--- src/rtl/asp_pkg.sv ---
package asp_pkg;
  localparam int SAMPLE_W  = 24;
  localparam int LANES     = 4;
  localparam int NSLOT_MAX = 8;
  localparam int POS_W     = 8;

  typedef enum logic [2:0] {
    FMT_I2S = 3'd0,
    FMT_LJ  = 3'd1,
    FMT_RJ  = 3'd2,
    FMT_DSP = 3'd3,
    FMT_TDM = 3'd4
  } fmt_e;

  function automatic int word_len(logic [1:0] wl);
    case (wl)
      2'd0:    return 16;
      2'd1:    return 20;
      default: return 24;
    endcase
  endfunction

  function automatic logic [POS_W-1:0] pos_mask(fmt_e f);
    return (f == FMT_TDM) ? 8'hFF : 8'h3F;
  endfunction

  // first data bit inside a 32-bit slot
  function automatic int slot_offset(fmt_e f, logic [1:0] wl);
    case (f)
      FMT_LJ:  return 0;
      FMT_RJ:  return 32 - word_len(wl);
      default: return 1;
    endcase
  endfunction

  function automatic logic frame_level(fmt_e f, logic [POS_W-1:0] p);
    case (f)
      FMT_I2S:        return p[5];
      FMT_LJ, FMT_RJ: return ~p[5];
      default:        return (p == '0);
    endcase
  endfunction

  function automatic logic start_edge(fmt_e f, logic cur, logic prev);
    return (f == FMT_I2S) ? (prev & ~cur) : (cur & ~prev);
  endfunction

  function automatic logic [2:0] slot_of(fmt_e f, logic [POS_W-1:0] p);
    return (f == FMT_TDM) ? p[7:5] : {2'b00, p[5]};
  endfunction

  function automatic int bit_index(fmt_e f, logic [1:0] wl, logic [POS_W-1:0] p);
    return int'(p[4:0]) - slot_offset(f, wl);
  endfunction

  function automatic logic [SAMPLE_W-1:0] msb_align(logic [SAMPLE_W-1:0] v, logic [1:0] wl);
    return v << (SAMPLE_W - word_len(wl));
  endfunction
endpackage

--- src/rtl/asp_sync.sv ---
module asp_sync #(
  parameter int W      = 1,
  parameter int STAGES = 2
) (
  input  logic         clk,
  input  logic         rst_n,
  input  logic [W-1:0] d,
  output logic [W-1:0] q
);
  logic [W-1:0] st [STAGES];

  always_ff @(posedge clk or negedge rst_n) begin
    if (!rst_n) begin
      for (int k = 0; k < STAGES; k++) st[k] <= '0;
    end else begin
      st[0] <= d;
      for (int k = 1; k < STAGES; k++) st[k] <= st[k-1];
    end
  end

  assign q = st[STAGES-1];
endmodule

--- src/rtl/asp_clkgen.sv ---
module asp_clkgen
  import asp_pkg::*;
#(
  parameter int HALF_DIV = 4
) (
  input  logic clk,
  input  logic rst_n,
  input  logic en,
  input  fmt_e fmt,
  output logic bclk,
  output logic fclk
);
  localparam int CW = $clog2(HALF_DIV) + 1;

  logic [CW-1:0]    cnt;
  logic [POS_W-1:0] gpos;
  logic [POS_W-1:0] gnext;

  assign gnext = (gpos + 8'd1) & pos_mask(fmt);

  always_ff @(posedge clk or negedge rst_n) begin
    if (!rst_n) begin
      cnt  <= '0;
      bclk <= 1'b1;
      fclk <= 1'b0;
      gpos <= '1;
    end else if (!en) begin
      cnt  <= '0;
      bclk <= 1'b1;
      fclk <= 1'b0;
      gpos <= '1;
    end else if (cnt == CW'(HALF_DIV - 1)) begin
      cnt  <= '0;
      bclk <= ~bclk;
      if (bclk) begin
        gpos <= gnext;
        fclk <= frame_level(fmt, gnext);
      end
    end else begin
      cnt <= cnt + 1'b1;
    end
  end
endmodule

--- src/rtl/asp_rx_lane.sv ---
module asp_rx_lane
  import asp_pkg::*;
#(
  parameter int LANE = 0
) (
  input  logic                clk,
  input  logic                rst_n,
  input  logic                en,
  input  logic                sdi,
  input  logic [POS_W-1:0]    pos,
  input  fmt_e                fmt,
  input  logic [1:0]          wl,
  output logic                valid,
  output logic [2:0]          chan,
  output logic [SAMPLE_W-1:0] data
);
  logic [SAMPLE_W-1:0] sr;
  logic [SAMPLE_W-1:0] sr_next;
  logic [2:0]          slot;
  logic                active;
  logic                last_bit;
  int                  j;

  always_comb begin
    j        = bit_index(fmt, wl, pos);
    slot     = slot_of(fmt, pos);
    active   = en && (j >= 0) && (j < word_len(wl)) && (fmt != FMT_TDM || LANE == 0);
    last_bit = (j == word_len(wl) - 1);
    sr_next  = {sr[SAMPLE_W-2:0], sdi};
  end

  always_ff @(posedge clk or negedge rst_n) begin
    if (!rst_n) begin
      sr    <= '0;
      valid <= 1'b0;
      chan  <= '0;
      data  <= '0;
    end else begin
      valid <= 1'b0;
      if (active) begin
        sr <= sr_next;
        if (last_bit) begin
          valid <= 1'b1;
          data  <= msb_align(sr_next, wl);
          chan  <= (fmt == FMT_TDM) ? slot : (3'(2 * LANE) | slot);
        end
      end
    end
  end
endmodule

--- src/rtl/asp_tx.sv ---
module asp_tx
  import asp_pkg::*;
(
  input  logic                clk,
  input  logic                rst_n,
  input  logic                en,
  input  logic [POS_W-1:0]    pos,
  input  fmt_e                fmt,
  input  logic [1:0]          wl,
  input  logic                cap_valid,
  input  logic [2:0]          cap_chan,
  input  logic [SAMPLE_W-1:0] cap_data,
  output logic                sdout
);
  logic [SAMPLE_W-1:0] hold [NSLOT_MAX];
  logic [2:0]          slot;
  logic                tx_bit;
  int                  j;

  always_comb begin
    j      = bit_index(fmt, wl, pos);
    slot   = slot_of(fmt, pos);
    tx_bit = 1'b0;
    if (j >= 0 && j < word_len(wl)) tx_bit = hold[slot][5'(SAMPLE_W - 1 - j)];
  end

  always_ff @(posedge clk or negedge rst_n) begin
    if (!rst_n) begin
      for (int k = 0; k < NSLOT_MAX; k++) hold[k] <= '0;
      sdout <= 1'b0;
    end else begin
      if (cap_valid) hold[cap_chan] <= cap_data;
      if (en) sdout <= tx_bit;
    end
  end
endmodule

--- src/rtl/aud_serial_port.sv ---
module aud_serial_port
  import asp_pkg::*;
#(
  parameter int HALF_DIV    = 4,
  parameter int SYNC_STAGES = 2
) (
  input  logic                      clk,
  input  logic                      rst_n,
  input  logic                      master_i,
  input  logic [2:0]                fmt_i,
  input  logic [1:0]                wl_i,
  input  logic                      bclk_i,
  input  logic                      fclk_i,
  input  logic [LANES-1:0]          sdin_i,
  output logic                      bclk_o,
  output logic                      fclk_o,
  output logic                      clk_drive_o,
  output logic                      sdout_o,
  output logic [LANES-1:0]          pb_valid_o,
  output logic [LANES*3-1:0]        pb_chan_o,
  output logic [LANES*SAMPLE_W-1:0] pb_data_o,
  input  logic                      cap_valid_i,
  input  logic [2:0]                cap_chan_i,
  input  logic [SAMPLE_W-1:0]       cap_data_i
);
  fmt_e fmt;
  assign fmt = fmt_e'(fmt_i);

  // external inputs, all through the same synchronizer depth
  logic [LANES+1:0] ext_s;
  logic [LANES-1:0] sdin_s;
  logic             bclk_s, fclk_s;

  asp_sync #(.W(LANES + 2), .STAGES(SYNC_STAGES)) u_sync (
    .clk(clk), .rst_n(rst_n), .d({bclk_i, fclk_i, sdin_i}), .q(ext_s)
  );
  assign {bclk_s, fclk_s, sdin_s} = ext_s;

  logic bclk_m, fclk_m;
  asp_clkgen #(.HALF_DIV(HALF_DIV)) u_clkgen (
    .clk(clk), .rst_n(rst_n), .en(master_i), .fmt(fmt), .bclk(bclk_m), .fclk(fclk_m)
  );

  // one engine for both clocking modes
  logic             bclk_int, fclk_int, bclk_d, fprev;
  logic             bit_rise, bit_fall, frame_start, locked, locked_now;
  logic [POS_W-1:0] pos, pos_now, tx_pos;

  assign bclk_int    = master_i ? bclk_m : bclk_s;
  assign fclk_int    = master_i ? fclk_m : fclk_s;
  assign bit_rise    = bclk_int & ~bclk_d;
  assign bit_fall    = ~bclk_int & bclk_d;
  assign frame_start = bit_rise & start_edge(fmt, fclk_int, fprev);
  assign pos_now     = frame_start ? '0 : ((pos + 8'd1) & pos_mask(fmt));
  assign locked_now  = locked | frame_start;
  assign tx_pos      = (pos + 8'd1) & pos_mask(fmt);

  always_ff @(posedge clk or negedge rst_n) begin
    if (!rst_n) begin
      bclk_d <= 1'b1;
      fprev  <= 1'b0;
      pos    <= '1;
      locked <= 1'b0;
    end else begin
      bclk_d <= bclk_int;
      if (bit_rise) begin
        fprev <= fclk_int;
        pos   <= pos_now;
        if (frame_start) locked <= 1'b1;
      end
    end
  end

  for (genvar l = 0; l < LANES; l++) begin : g_lane
    asp_rx_lane #(.LANE(l)) u_rx (
      .clk(clk), .rst_n(rst_n), .en(bit_rise & locked_now), .sdi(sdin_s[l]),
      .pos(pos_now), .fmt(fmt), .wl(wl_i),
      .valid(pb_valid_o[l]), .chan(pb_chan_o[l*3 +: 3]),
      .data(pb_data_o[l*SAMPLE_W +: SAMPLE_W])
    );
  end

  asp_tx u_tx (
    .clk(clk), .rst_n(rst_n), .en(bit_fall & locked), .pos(tx_pos), .fmt(fmt), .wl(wl_i),
    .cap_valid(cap_valid_i), .cap_chan(cap_chan_i), .cap_data(cap_data_i), .sdout(sdout_o)
  );

  assign bclk_o      = bclk_m;
  assign fclk_o      = fclk_m;
  assign clk_drive_o = master_i;
endmodule

--- config.mk ---
export PLATFORM = sky130hd
export DESIGN_NAME = aud_serial_port
export DESIGN_NICKNAME = d
export VERILOG_FILES = /design/src/rtl/asp_pkg.sv /design/src/rtl/asp_sync.sv /design/src/rtl/asp_clkgen.sv /design/src/rtl/asp_rx_lane.sv /design/src/rtl/asp_tx.sv /design/src/rtl/aud_serial_port.sv
export SDC_FILE = /design/constraint.sdc
export NUM_CORES = 1
export LEC_CHECK = 0
export BUFFER_PORTS_ARGS = -buffer_cell sky130_fd_sc_hd__buf_2
export CORE_ASPECT_RATIO = 1.4
export CORE_MARGIN = 2
export CORE_UTILIZATION = 60
export CTS_CLUSTER_DIAMETER = 200
export DETAILED_ROUTE_END_ITERATION = 8
export PLACE_DENSITY = 0.8
export SYNTH_ARGS = -nofsm -noshare
export SYNTH_HDL_FRONTEND = slang
export SYNTH_SLANG_ARGS = --single-unit
export TNS_END_PERCENT = 50
--- constraint.sdc ---
create_clock -name clk -period 5.29 [get_ports clk]
set_input_delay 0.529 -clock clk [delete_from_list [all_inputs] [get_ports clk]]
set_output_delay 0.529 -clock clk [all_outputs]
set_load 0.05 [all_outputs]
==> results.tsv, run 1 <==
metric	value	unit
port bufs	157	
CTS buffer count	42	
Slew @ Worst Pin	1.02	ns
Synth Flop Type	dfrtp_1	
first-pass GRT wire length	75800	um
cells after synthesis	1663	
reg2reg start	pos[0]	
status	complete, no violations	
Synth Register Bits	427	
R2R Path End	g_lane[1].u_rx.data[4]	
Vias/cell	6.10	
peak supply drop	0.298	mV
GRT Total Usage	26.3	%
Die Y	222	um
gpl congestion	0.879	
Avg Cell Area, Syn	12.2	um^2
grt total ovfl	0	
CTS tree	done	
synth warn	0	
CP Launch Type	flip-flop	
RSZ-0062 raised after global routing	false	
Area Overhead vs Synth	12.5	%
Synth area leaders	dfrtp_1 50%, mux2_2 20%, mux2i_1 4.8%	
Critical Path RT	5.71	ns
Synth async-reset ratio	100	%
clk buf depth	3	
initial antenna violation count	2	
Setup Fix Bufs, Post-CTS	0	
Initial Util	61.1	%
DRC	0	
most frequent cells in the layout	409 x dfrtp_1, 366 x mux2_2, 185 x nand2_1	
leading cell type in the layout, fill and taps excluded	dfrtp_1	
R2R Setup Slk	0.51	ns
Reg2Reg Depth	15	
leading area contributor after synthesis	dfrtp_1	
Nets	1841	
Tcrit/Tclk final	90.4	%
endpoints failing setup	0	
H-tree Lvls	2	
post-synth cell types	77	
final-report max-slew violation count	0	
Post-Route WL	45800	um
fmax	209	MHz
largest net degree at the start of global routing	148	
critical path peak fanout	78	
Clk pin slew, worst setup/hold paths	0.06	ns
DRT Pass-1 Iters	5	
Routed wire per std cell	20.3	um
critical path class	reg -> reg	
mapped cell area	0.0203	mm^2
area share of the largest cell type after synthesis	50.3	%
Seq/Total Area, Yosys	52.6	%
post-cts resize count	0	
Antenna Cells	0	
EDFF count, synth	0	
vias in the first global route	14200	
Iter 0 DRT Violations	963	
die footprint	0.0354	mm^2
pwr/cell area	414	mW/mm^2
die width	160	um
Tmin final	4.78	ns
antenna-violating nets left	0	
CP endpoint kind	flip-flop	
setup TNS	0	ns
Post-DP HPWL	29500	um
Crit path arrival time	5.20	ns
Pleak	10.7	nW
syn_nets	1725	
Via Count	13800	
skew final	0.0242	ns
root buf cell	clkbuf_16	
final hold slack	0.0210	ns
CTS Sinks	427	
worst skew pair latency	0.55	ns
CTS Hold Buffers Added	0	
CORE AREA	0.0333	mm^2
layout cells sized above 1	37.1	%
FP Rows	79	
Hold Path Class	in -> async	
Slew HR	32.1	%
Ports	158	
Hold Violations, Final	0	
Max Cap Viol	0	
==> synth_stat cells (all sizes together), types with 10 or more instances <==
| library cell | n |
|---|---|
| nand2 | 186 |
| a311oi | 11 |
| a31oi | 14 |
| nand3 | 31 |
| clkbuf | 65 |
| mux2 | 373 |
| inv | 29 |
| and3 | 36 |
| ha | 18 |
| a211oi | 30 |
| buf | 52 |
| mux2i | 98 |
| o21ai | 90 |
| a21oi | 14 |
| dfrtp | 409 |
| a22o | 16 |
| dfstp | 18 |
| nand4 | 10 |
| nor2 | 25 |
| nor2b | 11 |
==> per-layer routing <==
metal / vias to the layer above / routed length (um) / track usage, %
met5: - / 22 / 0
met4: 4 / 1370 / 9.24
met3: 100 / 2080 / 3.68
met2: 379 / 23700 / 46.3
met1: 7051 / 18700 / 33.4
li1: 6219 / - / -
==> critical path: stages (launching register included) <==
cell,delay [ns]
dfstp_2,0.61
ha_1,0.35
xor2_1,0.24
a21boi_0,0.31
ha_1,0.32
nor2b_1,0.14
o21ai_0,0.21
nand2b_1,0.11
fa_1,0.47
o21ai_0,0.11
o2111ai_1,0.13
nor2_1,0.24
nand2_1,0.21
nor4_4,0.34
buf_12,0.38
mux2_2,0.39
==> per-stage QoR <==
step / setup WS [ns] / cell area, um^2 / utilization, % / power (W) / cells
floorplan: 0.865 / 20300 / - / 0.00581 / 1663
global route: 0.137 / 22900 / 68.7 / 0.00996 / 2254
global placement: 0.458 / 21500 / 64.5 / 0.00638 / 2180
finish: 0.508 / 22900 / 68.7 / 0.00948 / 2254
detailed placement: 0.278 / 21500 / 64.5 / 0.00649 / 2180
CTS: 0.537 / 22900 / 68.7 / 0.00953 / 2254
==> power by group <==
group / total, W / switching, W / internal [W] / leakage (nW)
registers: 0.00407 / 0.000319 / 0.00375 / 5.40
logic: 0.00238 / 0.00138 / 0.00101 / 4.60
clock network: 0.00303 / 0.00123 / 0.00180 / 0.687
==> how the worst max path moves through the flow <==
stage,startpoint,endpoint,slack (ns),depth (start not counted)
2_1_floorplan,wl_i[1],g_lane[3].u_rx.data[5],0.87,17
3_3_place_gp,master_i,g_lane[1].u_rx.data[6],0.46,18
3_5_place_dp,master_i,g_lane[3].u_rx.data[15],0.28,18
4_1_cts,pos[0],g_lane[1].u_rx.data[15],0.54,15
5_1_grt,pos[0],g_lane[1].u_rx.data[4],0.14,15
6_report,pos[0],g_lane[1].u_rx.data[4],0.51,15
==> kinds of logic (layout without fill, tap and decap cells) <==
family                   count (synthesis)  count (layout)  synth area share, %
AO/OA/AOI/OAI                          224             224                 7.38
XOR/XNOR                                15              15                0.683
AND/OR/NAND/NOR                        353             353                 8.42
flip-flops                             427             427                 52.6
adder cells (fa/ha/maj)                 20              20                 1.30
buffers and inverters                  146             292                 3.23
multiplexers                           478             478                 26.4
==> flip-flops by register name, summed over array words and instances, names as in the netlist <==
| signal | count |
|---|---|
| u_tx.sdout | 1 |
| bclk_d | 1 |
| fprev | 1 |
| u_sync.q | 6 |
| g_lane.u_rx.chan | 8 |
| g_lane.u_rx.valid | 2 |
| g_lane.u_rx.sr | 92 |
| u_clkgen.cnt | 3 |
| u_tx.hold | 192 |
| u_sync.st | 6 |
| u_clkgen.fclk | 1 |
| u_clkgen.gpos | 8 |
| locked | 1 |
| g_lane.u_rx.data | 96 |
| pos | 8 |
| u_clkgen.bclk | 1 |
==> area by class of cell <==
| class | instances | area, um^2 |
|---|---|---|
| Sequential cell | 427 | 10700 |
| Fill cell | 2420 | 10400 |
| Multi-Input combinational cell | 1090 | 9020 |
| Clock buffer | 60 | 1220 |
| Timing Repair Buffer | 189 | 1090 |
| Tap cell | 445 | 557 |
| Clock inverter | 14 | 183 |
| Inverter | 29 | 109 |
(Power assumes the default switching activity.)
==> run 2, diff against run 1 <==
--- a/config.mk
+++ b/config.mk
@@ -11,7 +11,7 @@
 export CORE_UTILIZATION = 60
 export CTS_CLUSTER_DIAMETER = 200
 export DETAILED_ROUTE_END_ITERATION = 8
-export PLACE_DENSITY = 0.8
+export PLACE_DENSITY = 0.84
 export SYNTH_ARGS = -nofsm -noshare
 export SYNTH_HDL_FRONTEND = slang
 export SYNTH_SLANG_ARGS = --single-unit
==> constraint.sdc (replaced) <==
create_clock -name clk -period 6.15 [get_ports clk]
set_input_delay 0.615 -clock clk [delete_from_list [all_inputs] [get_ports clk]]
set_output_delay 0.615 -clock clk [all_outputs]
set_load 0.05 [all_outputs]
==> run 2 against run 1 <==
  * Clock skew shrank 0.0054 ns
  * Core utilization is 0.094 points higher
  * Flip-flop and latch count unchanged
  * Clock power decreased by 9.9%
  * Critical endpoint is now g_lane[0].u_rx.data[23]
  * Highest routed layer unchanged
==> results.tsv, run 2 (synthesis gave the netlist of run 1 again) <==
metric	value	unit	change
status	complete, no violations		unchanged
vias in the first global route	13900		was 14,200
root buf cell	clkbuf_16		unchanged
first-pass GRT wire length	74900	um	was 75,800 um
gpl congestion	0.890		was 0.879
RSZ-0062 raised after global routing	false		unchanged
die width	160	um	unchanged
most frequent cells in the layout	409 x dfrtp_1, 366 x mux2_2, 185 x nand2_1		unchanged
CORE AREA	0.0333	mm^2	unchanged
pwr/cell area	362	mW/mm^2	was 414 mW/mm^2
Tcrit/Tclk final	79.9	%	was 90.4%
grt total ovfl	0		unchanged
skew final	0.0188	ns	was 0.0242 ns
R2R Setup Slk	1.23	ns	was 0.51 ns
Via Count	13800		about the same
largest register by flop count	u_tx.hold		unchanged
H-tree Lvls	2		unchanged
CTS tree	done		unchanged
Slew HR	27.8	%	was 32.1%
leading cell type in the layout, fill and taps excluded	dfrtp_1		unchanged
worst skew pair latency	0.55	ns	about the same
Tmin final	4.92	ns	was 4.78 ns
Max Cap Viol	0		unchanged
DRT Pass-1 Iters	5		unchanged
critical path class	reg -> reg		unchanged
Clk pin slew, worst setup/hold paths	0.06	ns	about the same
Nets	1837		was 1,841
CTS Hold Buffers Added	0		unchanged
post-cts resize count	0		unchanged
Vias/cell	6.11		was 6.10
CP endpoint kind	flip-flop		unchanged
die footprint	0.0354	mm^2	unchanged
Crit path arrival time	5.35	ns	was 5.20 ns
Iter 0 DRT Violations	971		was 963
Critical Path RT	6.58	ns	was 5.71 ns
Hold Violations, Final	0		unchanged
Routed wire per std cell	20.5	um	was 20.3 um
Top Registers	u_tx.hold (192), g_lane.u_rx.data (96), g_lane.u_rx.sr (92)		unchanged
reg2reg start	pos[0]		unchanged
Reg2Reg Depth	16		was 15
endpoints failing setup	0		unchanged
clk buf depth	3		unchanged
layout cells sized above 1	37.1	%	about the same
critical path peak fanout	24		was 78
FP Rows	79		unchanged
antenna-violating nets left	0		unchanged
port bufs	157		unchanged
Initial Util	61.1	%	unchanged
dpl cells	2177		was 2,180
fmax	203	MHz	was 209 MHz
Post-DP HPWL	29400	um	was 29,500 um
GRT Total Usage	26.1	%	was 26.3%
CTS buffer count	41		was 42
peak supply drop	0.266	mV	was 0.298 mV
CP Launch Type	flip-flop		unchanged
initial antenna violation count	5		was 2
max reg flops	192		unchanged
post-layout instance count excluding filler cells	2251		was 2,254
DRC	0		unchanged
Setup Fix Bufs, Post-CTS	0		unchanged
largest net degree at the start of global routing	189		was 148
Post-Route WL	46200	um	was 45,800 um
Hold Path Class	in -> async		unchanged
R2R Path End	g_lane[0].u_rx.data[23]		was g_lane[1].u_rx.data[4]
Pleak	10.7	nW	about the same
CTS Sinks	427		unchanged
fillers	2323		was 2,420
setup TNS	0	ns	unchanged
Ports	158		unchanged
Area Overhead vs Synth	12.6	%	was 12.5%
Slew @ Worst Pin	1.08	ns	was 1.02 ns
Die Y	222	um	unchanged
final-report max-slew violation count	0		unchanged
[run 2: cell count changes in the layout (fill, tap and decap cells not counted), moves of 2 or more]
cell	change
clkbuf_1	-3
clkbuf_8	-2
diode_2	+2
bufinv_16	+4
buf_4	-2
[run 2: critical path, stage by stage (launching register included)]
cell and delay, ns:
dfstp_2 0.61, ha_1 0.36, xor2_1 0.22, a21boi_0 0.28
ha_1 0.32, nor2b_1 0.14, o21ai_0 0.24, nand2b_1 0.11
fa_1 0.49, o21ai_0 0.12, o2111ai_1 0.14, nor2_1 0.24
nand2_1 0.16, buf_4 0.27, nor3_4 0.34, buf_4 0.36
mux2_2 0.39
[run 2: how the worst max path moves through the flow]
stage | startpoint | end | cells past startpoint
6_report | pos[0] | g_lane[0].u_rx.data[23] | 16
5_1_grt | pos[0] | g_lane[0].u_rx.data[23] | 16
3_5_place_dp | master_i | g_lane[0].u_rx.data[23] | 19
3_3_place_gp | master_i | g_lane[0].u_rx.data[23] | 19
4_1_cts | pos[0] | g_lane[0].u_rx.data[23] | 16
2_1_floorplan | wl_i[1] | g_lane[3].u_rx.data[5] | 17
[run 2: power by group]
| part | total, W | switching [W] | leakage, nW | internal [W] |
|---|---|---|---|---|
| Sequential | 0.00350 | 0.000273 | 5.40 | 0.00322 |
| Combinational | 0.00207 | 0.00121 | 4.58 | 0.000862 |
| Clock | 0.00273 | 0.00107 | 0.720 | 0.00166 |
[run 2: layout make-up]
| cell class | instances | area [um^2] | area share (%) |
|---|---|---|---|
| clock inverters | 18 | 308 | 1.34 |
| flip-flops and latches | 427 | 10700 | 46.7 |
| well taps | 445 | 557 | 2.43 |
| multi-input cells | 1090 | 9020 | 39.4 |
| diodes | 2 | 5.00 | 0.0218 |
| clock buffers | 54 | 1160 | 5.04 |
| inverters | 29 | 109 | 0.475 |
| repair buffers | 186 | 1060 | 4.61 |
[run 2: per-layer routing]
layer	wire length, um	global-route usage, %
met1	18300	32.2
met2	23700	46.0
met3	2300	3.80
met4	1850	10.9
met5	40	0
[run 2: per-stage QoR]
stage	setup WS, ns	util [%]	total power (W)	hold WS (ns)	instance area [um^2]
after detailed placement	0.930	64.4	0.00558	0.336	21400
after global placement	1.13	64.4	0.00548	0.334	21400
after global routing	0.896	68.8	0.00867	0.163	22900
final	1.23	68.8	0.00830	0.125	22900
after CTS	1.26	68.8	0.00833	0.161	22900
after floorplan	1.64	-	0.00500	0.319	20300
==> run 3, diff against run 2 <==
==> constraint.sdc (replaced) <==
create_clock -name clk -period 4.6 [get_ports clk]
set_input_delay 0.46 -clock clk [delete_from_list [all_inputs] [get_ports clk]]
set_output_delay 0.46 -clock clk [all_outputs]
set_load 0.05 [all_outputs]
==> run 3 against run 2 <==
  * Fmax up 15%
  * Worst hold slack got worse by 0.10 ns
  * Wire length grew 2.6%
  * Total power up 31%
  * Cell count increased by 0.98%
  * Largest cell class unchanged
  * Flip-flop and latch count unchanged
  * Cell area up 0.60%
  * Non-clock buffer count up 20
  * Largest power group unchanged
  * Die area stayed put
==> results.tsv, run 3 (synthesis gave the netlist of run 1 again) <==
metric	value	unit	change
largest net degree at the start of global routing	126		was 189
Via Count	14000		was 13,800
max reg flops	192		unchanged
fillers	2344		was 2,323
root buf cell	clkbuf_16		unchanged
Crit path arrival time	4.69	ns	was 5.35 ns
dpl cells	2196		was 2,177
pwr/cell area	470	mW/mm^2	was 362 mW/mm^2
Initial Util	61.1	%	unchanged
CTS buffer count	41		unchanged
post-layout instance count excluding filler cells	2273		was 2,251
switching share of power	31.2	%	was 30.7%
final-report max-slew violation count	0		unchanged
clk buf depth	3		unchanged
layout cells sized above 1	37.8	%	was 37.1%
Net Switching	0.00339	W	was 0.00255 W
fin util	69.2	%	was 68.8%
H-tree Lvls	2		unchanged
Hold Violations, Final	0		unchanged
Ports	158		unchanged
Slew HR	34.4	%	was 27.8%
status	complete, no violations		unchanged
critical path peak fanout	29		was 24
Tmin final	4.27	ns	was 4.92 ns
grt total ovfl	0		unchanged
CP Capture Point	g_lane[1].u_rx.data[5]		was g_lane[0].u_rx.data[23]
Slew @ Worst Pin	0.984	ns	was 1.08 ns
Critical Path RT	5.02	ns	was 6.58 ns
skew final	0.0226	ns	was 0.0188 ns
sequential share of power	43.1	%	was 42.1%
die width	160	um	unchanged
Hold Path Class	in -> async		unchanged
Clk pin slew, worst setup/hold paths	0.06	ns	about the same
Tcrit/Tclk final	92.9	%	was 79.9%
Post-Route WL	47500	um	was 46,200 um
R2R Setup Slk	0.33	ns	was 1.23 ns
first-pass GRT wire length	76300	um	was 74,900 um
peak supply drop	0.401	mV	was 0.266 mV
Nets	1857		was 1,837
die footprint	0.0354	mm^2	unchanged
delay of the slowest critical-path stage	0.61	ns	about the same
CP Launch Type	flip-flop		unchanged
vias in the first global route	14500		was 13,900
Reg2Reg Depth	16		unchanged
DRT Pass-1 Iters	5		unchanged
CP endpoint kind	flip-flop		unchanged
Post-DP HPWL	30700	um	was 29,400 um
port bufs	157		unchanged
multi-input combinational cell area	0.00903	mm^2	was 0.00902 mm^2
total power	0.0108	W	was 0.00830 W
CORE AREA	0.0333	mm^2	unchanged
gpl congestion	0.876		was 0.890
reg2reg start	pos[0]		unchanged
cell-internal power	0.00745	W	was 0.00575 W
Max Cap Viol	0		unchanged
CTS tree	done		unchanged
Die Y	222	um	unchanged
leading cell type in the layout, fill and taps excluded	dfrtp_1		unchanged
Area Overhead vs Synth	13.3	%	was 12.6%
fmax	234	MHz	was 203 MHz
Place WS	-0.0586	ns	was 0.930 ns
antenna-violating nets left	0		unchanged
CTS Sinks	427		unchanged
endpoints failing setup	0		unchanged
clock share of power	31.1	%	was 32.9%
Gate power share	25.8	%	was 25.0%
Top Registers	u_tx.hold (192), g_lane.u_rx.data (96), g_lane.u_rx.sr (92)		unchanged
Seq. cell area	0.0107	mm^2	unchanged
CP Cell Sequence	ha_1 -> xor2_1 -> a21boi_2 -> ha_1 -> nor2b_1 -> o21ai_0 -> nand2b_1 -> fa_1 -> o21ai_0 -> o2111ai_1 -> nor2_1 -> nand2_2 -> nor4_4 -> buf_12 -> buf_12 -> mux2_2		was ha_1 -> xor2_1 -> a21boi_0 -> ha_1 -> nor2b_1 -> o21ai_0 -> nand2b_1 -> fa_1 -> o21ai_0 -> o2111ai_1 -> nor2_1 -> nand2_1 -> buf_4 -> nor3_4 -> buf_4 -> mux2_2
Routed wire per std cell	20.9	um	was 20.5 um
Iter 0 DRT Violations	1050		was 971
Vias/cell	6.15		was 6.11
final worst slack	0.326	ns	was 1.23 ns
critical path class	reg -> reg		unchanged
R2R Path End	g_lane[1].u_rx.data[5]		was g_lane[0].u_rx.data[23]
largest register by flop count	u_tx.hold		unchanged
GRT Total Usage	26.7	%	was 26.1%
Pleak	10.8	nW	was 10.7 nW
RSZ-0062 raised after global routing	false		unchanged
slowest CP cell	dfstp_2		unchanged
FP Rows	79		unchanged
initial antenna violation count	3		was 5
most frequent cells in the layout	409 x dfrtp_1, 366 x mux2_2, 184 x nand2_1		was 409 x dfrtp_1, 366 x mux2_2, 185 x nand2_1
worst skew pair latency	0.56	ns	was 0.55 ns
Critical Path Start	pos[0]		unchanged
DRC	0		unchanged
## run 3: changes by cell type in the layout (fill, tap and decap cells not counted), sizes merged
cell | before | now
buf | 186 | 205
bufinv | 8 | 2
clkbuf | 54 | 61
clkinv | 8 | 9
dlygate4sd3 | 0 | 1
## run 3: critical path, delay by kind of cell (launching register included)
kind,cells,cell delay (ns)
AO/OA/AOI/OAI,4,0.68
XOR/XNOR,1,0.20
adder cells (fa/ha/maj),3,0.95
buffers and inverters,2,0.43
flip-flops,1,0.61
multiplexers,1,0.36
AND/OR/NAND/NOR,5,0.88
## run 3: routing by layer
metal	part of all wire [%]	vias up	track usage [%]	routed length [um]
met5	0.023	-	0	11
met4	4.3	2	12.0	2060
met3	4.5	140	4.06	2150
met2	52	429	47.7	24900
met1	39	7142	31.7	18400
li1	-	6273	-	-
## run 3: what timing repair did
item	4_1_cts	5_1_grt
gates resized for setup	0	3
hold endpoints to repair	1	0
hold buffers	1	0
buffers inserted	0	0
endpoints found under the setup margin	0	54
## run 3: how the worst min path moves through the flow
stage | endpoint | cells after the start | start
after floorplan | fprev | 0 | rst_n
after global placement | u_sync.q[3] | 0 | u_sync.st[9]
after detailed placement | u_sync.q[0] | 0 | u_sync.st[6]
after CTS | u_sync.st[6] | 1 | sdin_i[0]
after global routing | u_sync.st[7] | 1 | sdin_i[1]
final | g_lane[0].u_rx.data[5] | 1 | rst_n
## run 3: per-stage QoR
step           TNS, ns  hold WS, ns  cell area, um^2
6_report             0       0.0253            23100
5_1_grt              0       0.0184            23100
4_1_cts              0       0.0130            23000
3_5_place_dp     -1.13        0.338            21700
3_3_place_gp         0        0.337            21700
2_1_floorplan        0        0.164            20300
## run 3: final cells by class
| type | count | share of cell area [%] |
|---|---|---|
| Inverter | 29 | 0.472 |
| Antenna cell | 2 | 0.0217 |
| Sequential cell | 427 | 46.4 |
| Clock inverter | 13 | 0.526 |
| Multi-Input combinational cell | 1090 | 39.1 |
| Timing Repair Buffer | 206 | 5.62 |
| Tap cell | 445 | 2.41 |
| Clock buffer | 61 | 5.35 |
## run 3: power by group through the flow
stage,clock [W],combinational (W),sequential (W)
after global routing,0.00359,0.00302,0.00473
after detailed placement,0,0.00276,0.00472
after global placement,0,0.00268,0.00468
final,0.00337,0.00279,0.00467
after CTS,0.00343,0.00278,0.00466
after floorplan,0,0.00183,0.00486
